<file path="src/rtl/btn_cmd_pkg.sv">
// Package: shared key indices and counts for the button command unit.
// Assumes keys are packed into a vector in the order given by key_idx_e.
package btn_cmd_pkg;

    localparam int NUM_KEYS = 5;
    localparam int NUM_CMDS = 4;

    typedef enum int {
        KEY_LEFT   = 0,
        KEY_RIGHT  = 1,
        KEY_UP     = 2,
        KEY_DOWN   = 3,
        KEY_CENTER = 4
    } key_idx_e;

endpackage

</file>
<file path="src/rtl/btn_sync.sv">
// Module: btn_sync
// Brings one asynchronous level into the clock domain through a chain of
// STAGES flip-flops. Assumes STAGES >= 2 and a synchronous active-low reset.
module btn_sync #(
    parameter int STAGES = 2
) (
    input  logic clk,
    input  logic rst_n,
    input  logic async_in,
    output logic sync_out
);

    logic [STAGES-1:0] chain_q;

    // Shift the raw level through the synchronizer chain.
    always_ff @(posedge clk) begin
        if (!rst_n) chain_q <= '0;
        else        chain_q <= {chain_q[STAGES-2:0], async_in};
    end

    assign sync_out = chain_q[STAGES-1];

endmodule

</file>
<file path="src/rtl/btn_debounce.sv">
// Module: btn_debounce
// Filters a synchronized level. The output level changes only after the
// input has disagreed with it for WINDOW consecutive cycles; any agreeing
// cycle restarts the count. Assumes WINDOW >= 1.
module btn_debounce #(
    parameter int WINDOW = 1 << 20
) (
    input  logic clk,
    input  logic rst_n,
    input  logic level_in,
    output logic level_out
);

    localparam int CNT_W = $clog2(WINDOW + 1);
    localparam logic [CNT_W-1:0] CNT_LAST = CNT_W'(WINDOW - 1);

    logic [CNT_W-1:0] cnt_q;
    logic             level_q;

    // Count consecutive disagreeing cycles and flip the level at the limit.
    always_ff @(posedge clk) begin
        if (!rst_n) begin
            cnt_q   <= '0;
            level_q <= 1'b0;
        end else if (level_in != level_q) begin
            if (cnt_q == CNT_LAST) begin
                cnt_q   <= '0;
                level_q <= level_in;
            end else begin
                cnt_q   <= cnt_q + 1'b1;
            end
        end else begin
            cnt_q <= '0;
        end
    end

    assign level_out = level_q;

endmodule

</file>
<file path="src/rtl/btn_edge.sv">
// Module: btn_edge
// Gives a one-cycle pulse in the cycle after a clean level rises.
// Assumes the input is already debounced and synchronous.
module btn_edge (
    input  logic clk,
    input  logic rst_n,
    input  logic level,
    output logic rise
);

    logic prev_q;

    // Remember the level of the previous cycle.
    always_ff @(posedge clk) begin
        if (!rst_n) prev_q <= 1'b0;
        else        prev_q <= level;
    end

    assign rise = level & ~prev_q;

endmodule

</file>
<file path="src/rtl/btn_cmd_unit.sv">
// Module: btn_cmd_unit
// Five raw keys -> synchronizer -> debouncer -> rising-edge pulse.
// Four pulses leave as commands; the centre pulse sets a sticky run flag.
// Assumes one clock and a synchronous active-low reset for every stage.
module btn_cmd_unit
    import btn_cmd_pkg::*;
#(
    parameter int DEBOUNCE_CYCLES = 1 << 20,
    parameter int SYNC_STAGES     = 2
) (
    input  logic clk,
    input  logic rst_n,
    input  logic key_left,
    input  logic key_right,
    input  logic key_up,
    input  logic key_down,
    input  logic key_center,
    output logic cmd_load_a,
    output logic cmd_load_b,
    output logic cmd_step,
    output logic cmd_next,
    output logic run_active
);

    logic [NUM_KEYS-1:0] raw_key;
    logic [NUM_KEYS-1:0] sync_key;
    logic [NUM_KEYS-1:0] deb_level;
    logic [NUM_KEYS-1:0] key_pulse;
    logic                run_q;

    assign raw_key[KEY_LEFT]   = key_left;
    assign raw_key[KEY_RIGHT]  = key_right;
    assign raw_key[KEY_UP]     = key_up;
    assign raw_key[KEY_DOWN]   = key_down;
    assign raw_key[KEY_CENTER] = key_center;

    for (genvar k = 0; k < NUM_KEYS; k++) begin : g_key
        btn_sync #(.STAGES(SYNC_STAGES)) u_sync (
            .clk      (clk),
            .rst_n    (rst_n),
            .async_in (raw_key[k]),
            .sync_out (sync_key[k])
        );

        btn_debounce #(.WINDOW(DEBOUNCE_CYCLES)) u_deb (
            .clk       (clk),
            .rst_n     (rst_n),
            .level_in  (sync_key[k]),
            .level_out (deb_level[k])
        );

        btn_edge u_edge (
            .clk   (clk),
            .rst_n (rst_n),
            .level (deb_level[k]),
            .rise  (key_pulse[k])
        );
    end

    // Run latch: the register loads a constant one when the centre pulse enables it.
    always_ff @(posedge clk) begin
        if (!rst_n)                   run_q <= 1'b0;
        else if (key_pulse[KEY_CENTER]) run_q <= 1'b1;
    end

    assign cmd_load_a = key_pulse[KEY_LEFT];
    assign cmd_load_b = key_pulse[KEY_RIGHT];
    assign cmd_step   = key_pulse[KEY_UP];
    assign cmd_next   = key_pulse[KEY_DOWN];
    assign run_active = run_q;

endmodule

</file>
<file path="config.mk">
export PLATFORM = sky130hd
export DESIGN_NAME = btn_cmd_unit
export DESIGN_NICKNAME = d
export VERILOG_FILES = /design/src/rtl/btn_cmd_pkg.sv /design/src/rtl/btn_sync.sv /design/src/rtl/btn_debounce.sv /design/src/rtl/btn_edge.sv /design/src/rtl/btn_cmd_unit.sv
export SDC_FILE = /design/constraint.sdc
export NUM_CORES = 1
export LEC_CHECK = 0
export ABC_CLOCK_PERIOD_IN_PS = 1970
export CAP_MARGIN = 20
export CORE_MARGIN = 2
export CORE_UTILIZATION = 50
export DETAILED_ROUTE_END_ITERATION = 16
export PLACE_DENSITY = 0.69
export SLEW_MARGIN = 20
export SYNTH_ARGS = -nofsm -noshare
export SYNTH_HDL_FRONTEND = slang
export SYNTH_SLANG_ARGS = --single-unit
</file>
<file path="constraint.sdc">
create_clock -name clk -period 1.97 [get_ports clk]
set_input_delay 0.394 -clock clk [delete_from_list [all_inputs] [get_ports clk]]
set_output_delay 0.394 -clock clk [all_outputs]
set_load 0.1 [all_outputs]
</file>
After elaboration in Yosys (flattened, before gate mapping)

Index checks and enable logic that the tools add are counted.

Muxes and demuxes: 0
Shift-type cells: 0
$mul: 0
Order comparisons: 0
Divide/modulo/power cells: 0
Add/subtract/negate cells: 5
Bitwise logic cells: 16
Reduce and logical (&&, ||, !) cells: 10
Eq/ne operators: 10

Operator list:

| operator              | count |
|---|---|
| $add 21x1->21 const B | 5 |
| $eq 21x20->1 const B  | 5 |
| $reduce_or 3->1       | 5 |
| $not 1->1             | 11 |
| $reduce_and 2->1      | 5 |
| $and 1x1->1           | 5 |
| $ne 1x1->1            | 5 |

Latch bits: 0
Memory bits (read-only): 0
Register bits: 126
Memories kept: 0
Word-level logic and storage cells: 62
Output and inout port bits: 5
Bits in writable memories: 0

Depth between registers and ports, before layout

Depth after elaboration: 3
Mapped depth: 7
Gate-level depth less buffers: 5

Modules after synthesis

Synthesis repeated with hierarchy kept, for this count alone.

Cell total of the unflattened synthesis: 597
Area total of the unflattened synthesis: 5489.0 sq um

Modules (own cells, without submodules):

| module       | area each (sq um) | cells each | times used |
|---|---|---|---|
| btn_debounce | 999.7             | 112        | 5 |
| btn_sync     | 52.6              | 4          | 5 |
| btn_edge     | 40.0              | 3          | 5 |
| btn_cmd_unit | 27.5              | 2          | 1 |

Worst setup path after synthesis

OpenSTA, ideal clock, no wires.

Kind: reg2out
Start: register g_key[0].u_deb.level_q
End: output port cmd_load_a
Cell stages (with the launch flop): 2
Arrival: 1.698 ns
Slack: -0.122 ns
Cells stage by stage: dfxtp_1 -> nor2b_1

Longest elaborated chain between the ends: 1

RTL lines:

| what                   | RTL line           | source |
|---|---|---|
| from (decl)            | btn_debounce.sv:18 | `logic level_q;` |
| from (signal assigned) | btn_debounce.sv:28 | `level_q <= level_in;` |
| $and 1x1->1            | btn_edge.sv:19     | `assign rise = level & ~prev_q;` |
| to (decl)              | btn_cmd_unit.sv:18 | `output logic cmd_load_a,` |

No other way between the ends.

Worst setup path after layout

Start: register g_key[0].u_deb.cnt_q[3]
End: register g_key[0].u_deb.cnt_q[13]

Longest elaborated chain between the ends: 2

RTL lines:

| what                                                                  | RTL line           | source |
|---|---|---|
| from (decl)                                                           | btn_debounce.sv:17 | `logic [CNT_W-1:0] cnt_q;` |
| from (signal assigned)                                                | btn_debounce.sv:30 | `cnt_q <= cnt_q + 1'b1;` |
| parallel branches: the longest is 2 deep, another holds $add 21x1->21 | --                 |  |

Several ways; the timed one is not identified.
A chain may end at the register's enable or synchronous reset.

==> impl_metrics.env <==
export IMPL_leakage_nw=2.05
export IMPL_synth_top_area_cell="dfxtp_1"
export IMPL_power_frac_clock_pct=53.7
export IMPL_fp_dieH_um=107
export IMPL_drc=0
export IMPL_gp_congestion=0.799
export IMPL_swShare_pct=20.6
export IMPL_start_util_pct=51.6
export IMPL_hpwlAfterDp_um=6510
export IMPL_netlist_area_leader_share_pct=47.4
export IMPL_slew_headroom_pct=65.5
export IMPL_ir_worst_vdd_v=0.000747
export IMPL_ctsHoldBuffers=0
export IMPL_ys_seq_area_share_pct=47.4
export IMPL_grt_pass1_wl_um=17400
export IMPL_pin_count=12
export IMPL_finalSetupViolCount=0
export IMPL_p_int_mw=4.51
export IMPL_routedWlPerCell_um=12.6
export IMPL_min_from="g_key[4].u_sync.chain_q[0]$_SDFF_PN0_"
export IMPL_min_to="g_key[4].u_sync.chain_q[1]$_SDFF_PN0_"
export IMPL_reg2reg_setup_slack_ps=140
export IMPL_antenna_cells=0
export IMPL_post_cts_setup_buffers=0
export IMPL_postLayoutCoreUtil_pct=61.9
export IMPL_finalSetupTns_ps=0
export IMPL_crit_type="reg -> reg"
export IMPL_async_reset_ff_share_pct=0
export IMPL_yosys_top_cells_area="dfxtp_1 47%, xnor2_1 6.4%, nor2_1 5.7%"
export IMPL_numCtsBuffers=17
export IMPL_yosysMostFrequentCell="dfxtp_1"
export IMPL_critPathLaunchType="flip-flop"
export IMPL_power_density_mw_per_mm2=889
export IMPL_grt_max_degree=29
export IMPL_crit_arrival_ps=2290
export IMPL_synth_edf_count=0
export IMPL_netlist_top_cells_count="126 x dfxtp_1, 81 x nor2_1, 39 x xnor2_1"
export IMPL_r2r_start="g_key[0].u_deb.cnt_q[3]$_SDFF_PP0_"
export IMPL_tritoncts="built"
export IMPL_drtIter0Drc=180
export IMPL_cp_required_ps=2420
export IMPL_synth_flop_cell="dfxtp_1"
export IMPL_critPathMaxFanout=10
export IMPL_crit_buf_inv=0
export IMPL_syn_instance_count=594
export IMPL_cp_slowest_cell="or3_1"
export IMPL_portBuffers=11
export IMPL_core_sq_mm=0.0103
export IMPL_htree_levels=4
export IMPL_reg2reg_depth=4
export IMPL_p_seq_share_pct=45.2
export IMPL_netlist_area_sq_mm=0.00533
export IMPL_die_w_um=107
export IMPL_vias=4222
export IMPL_p_switching_mw=1.17
export IMPL_detail_route_antenna_nets=0
export IMPL_avgSynthCellArea_sq_um=8.96
export IMPL_path_delay_family="simple AND/OR/NAND/NOR gates"
export IMPL_slew_viol_final=0
export IMPL_ys_seq_elements=126
export IMPL_ys_warn_count=0
export IMPL_root_buffer="clkbuf_8"
export IMPL_layout_nets=645
export IMPL_dr_pass1_iters=4
export IMPL_tightest_slew_ps=514
export IMPL_grt_antenna_before_repair=0
export IMPL_grt_ovfl_total=0
export IMPL_grt_pass1_vias=4090
export IMPL_cts_sinks=126
export IMPL_synth_distinct_cells=50
export IMPL_fin_crit_ps=1830
export IMPL_max_freq_ghz=0.545
export IMPL_clk_latency_ps=520
export IMPL_rsz0062_at_grt="false"
export IMPL_worst_clock_skew_ps=10.0
export IMPL_via_per_inst=5.40
export IMPL_clock_path_buffers=2
export IMPL_hold_path_depth=1
export IMPL_cap_violations=0
export IMPL_post_place_cells=750
export IMPL_period_share_pct=93.1
export IMPL_cts_clk_slew_worst_paths_ps=60
export IMPL_hold_viol=0
export IMPL_r2r_end="g_key[0].u_deb.cnt_q[13]$_SDFF_PP0_"
export IMPL_die_area_sq_mm=0.0115
export IMPL_synth_fp_nets=606
export IMPL_syn2layout_area_growth_pct=20.1
export IMPL_drive_gt1_share_pct=12.7
export IMPL_cpPeakStageDelay_ps=490
export IMPL_path_cells="nand4_4 -> or3_1 -> or4_1 -> a21oi_1"
export IMPL_p_comb_share_pct=1.1
export IMPL_wirelength_um=9850
export IMPL_grt_usage_pct=18.9
export IMPL_final_instance_count_excl_fill=782
export IMPL_hp_class="reg -> reg"
export IMPL_rows=37
export IMPL_end_kind="flip-flop"
export IMPL_outcome="complete, no violations"
export IMPL_post_cts_resized=0
[power groups by stage]
stage | sequential [mW] | combinational, mW | clock, mW
final | 2.57 | 0.0653 | 3.05
after detailed placement | 2.62 | 0.0656 | 0
after global routing | 2.57 | 0.0728 | 3.23
after floorplan | 2.62 | 0.0381 | 0
after CTS | 2.57 | 0.0664 | 3.11
after global placement | 2.62 | 0.0644 | 0
[through the flow]
step	setup slack [ps]	instance area (sq um)	power [mW]	hold WS (ps)
final	136	6390	5.69	432
after global routing	3.75	6390	5.88	441
after CTS	72.7	6380	5.74	434
after detailed placement	73.0	5800	2.69	420
after global placement	115	5800	2.69	413
after floorplan	72.4	5340	2.66	412
[kinds of logic (layout without fill, tap and decap cells)]
kind of cell | count (synthesis) | count (layout) | share of synthesized area (%)
compound gates | 76 | 76 | 9.49
buf+inv | 39 | 91 | 3.08
mux | 4 | 4 | 0.752
xor+xnor | 64 | 64 | 10.5
fa+ha+maj | 5 | 5 | 1.17
flops | 126 | 126 | 47.4
simple gates | 280 | 280 | 27.6
[worst max-delay path by stage]
| stage | start | to | slack (ps) | depth (start not counted) |
|---|---|---|---|---|
| finish | g_key[0].u_deb.cnt_q[3]$_SDFF_PP0_ | g_key[0].u_deb.cnt_q[13]$_SDFF_PP0_ | 140 | 4 |
| global route | g_key[0].u_deb.cnt_q[3]$_SDFF_PP0_ | g_key[0].u_deb.cnt_q[13]$_SDFF_PP0_ | 4 | 4 |
| CTS | g_key[2].u_deb.cnt_q[0]$_SDFF_PP0_ | g_key[2].u_deb.cnt_q[18]$_SDFF_PP0_ | 70 | 5 |
| detailed placement | rst_n | g_key[0].u_deb.cnt_q[16]$_SDFF_PP0_ | 70 | 5 |
| global placement | rst_n | g_key[0].u_deb.cnt_q[15]$_SDFF_PP0_ | 120 | 5 |
| floorplan | g_key[2].u_deb.cnt_q[0]$_SDFF_PP0_ | g_key[2].u_deb.cnt_q[10]$_SDFF_PP0_ | 70 | 7 |
[final cells by class]
cell class                 count  area [sq um]
sequential                   126          2520
tap                          136           170
clock buffer                  17           414
fill                         848          3930
timing repair buffer          38           375
inverter                      21          78.8
clock inverter                15           171
multi-input combinational    429          2660
[sequential cells by signal, indices dropped and copies added, names as in the netlist]
register               flops
g_key.u_sync.chain_q      10
run_active                 1
g_key.u_edge.prev_q        5
g_key.u_deb.cnt_q        105
g_key.u_deb.level_out      5
[layer usage]
metal / vias to the layer above / routed length, um / global-route usage (%)
met2: 44 / 4900 / 32.3
met3: 9 / 314 / 5.71
li1: 2178 / - / -
met1: 1991 / 4540 / 21.9
met4: 0 / 97 / 7.70
met5: - / 0 / 0
[worst reg2reg max path, stage by stage (launching register included)]
cell	delay, ps
dfxtp_1	440
nand4_4	190
or3_1	490
or4_1	490
a21oi_1	150
[layout by cell type, fill, tap and decap left out, types with 3 or more instances in the layout]
master           synthesis  final
dfxtp_1                126    125
nor2_1                  81     81
xnor2_1                 39     39
nand2_1                 35     35
nand3_1                 33     33
a21oi_1                 28     28
buf_4                    3     26
xor2_1                  25     25
nand4_1                 23     23
inv_1                   21     21
or3_1                   21     21
o21ai_0                 21     21
and2_1                  19     19
nor3_1                  16     16
clkbuf_16                0     16
nor4_1                  12     12
o31ai_1                 10     10
or4_1                   10      8
and4_1                   7      7
and3_1                   7      7
clkdlybuf4s50_1          0      6
buf_12                   0      6
clkinv_2                 0      5
nor2b_2                  0      4
mux2i_1                  4      4
ha_1                     5      4
clkinvlp_4               0      4
bufinv_16                0      3
Note: power is estimated with default switching activity, not from simulation.
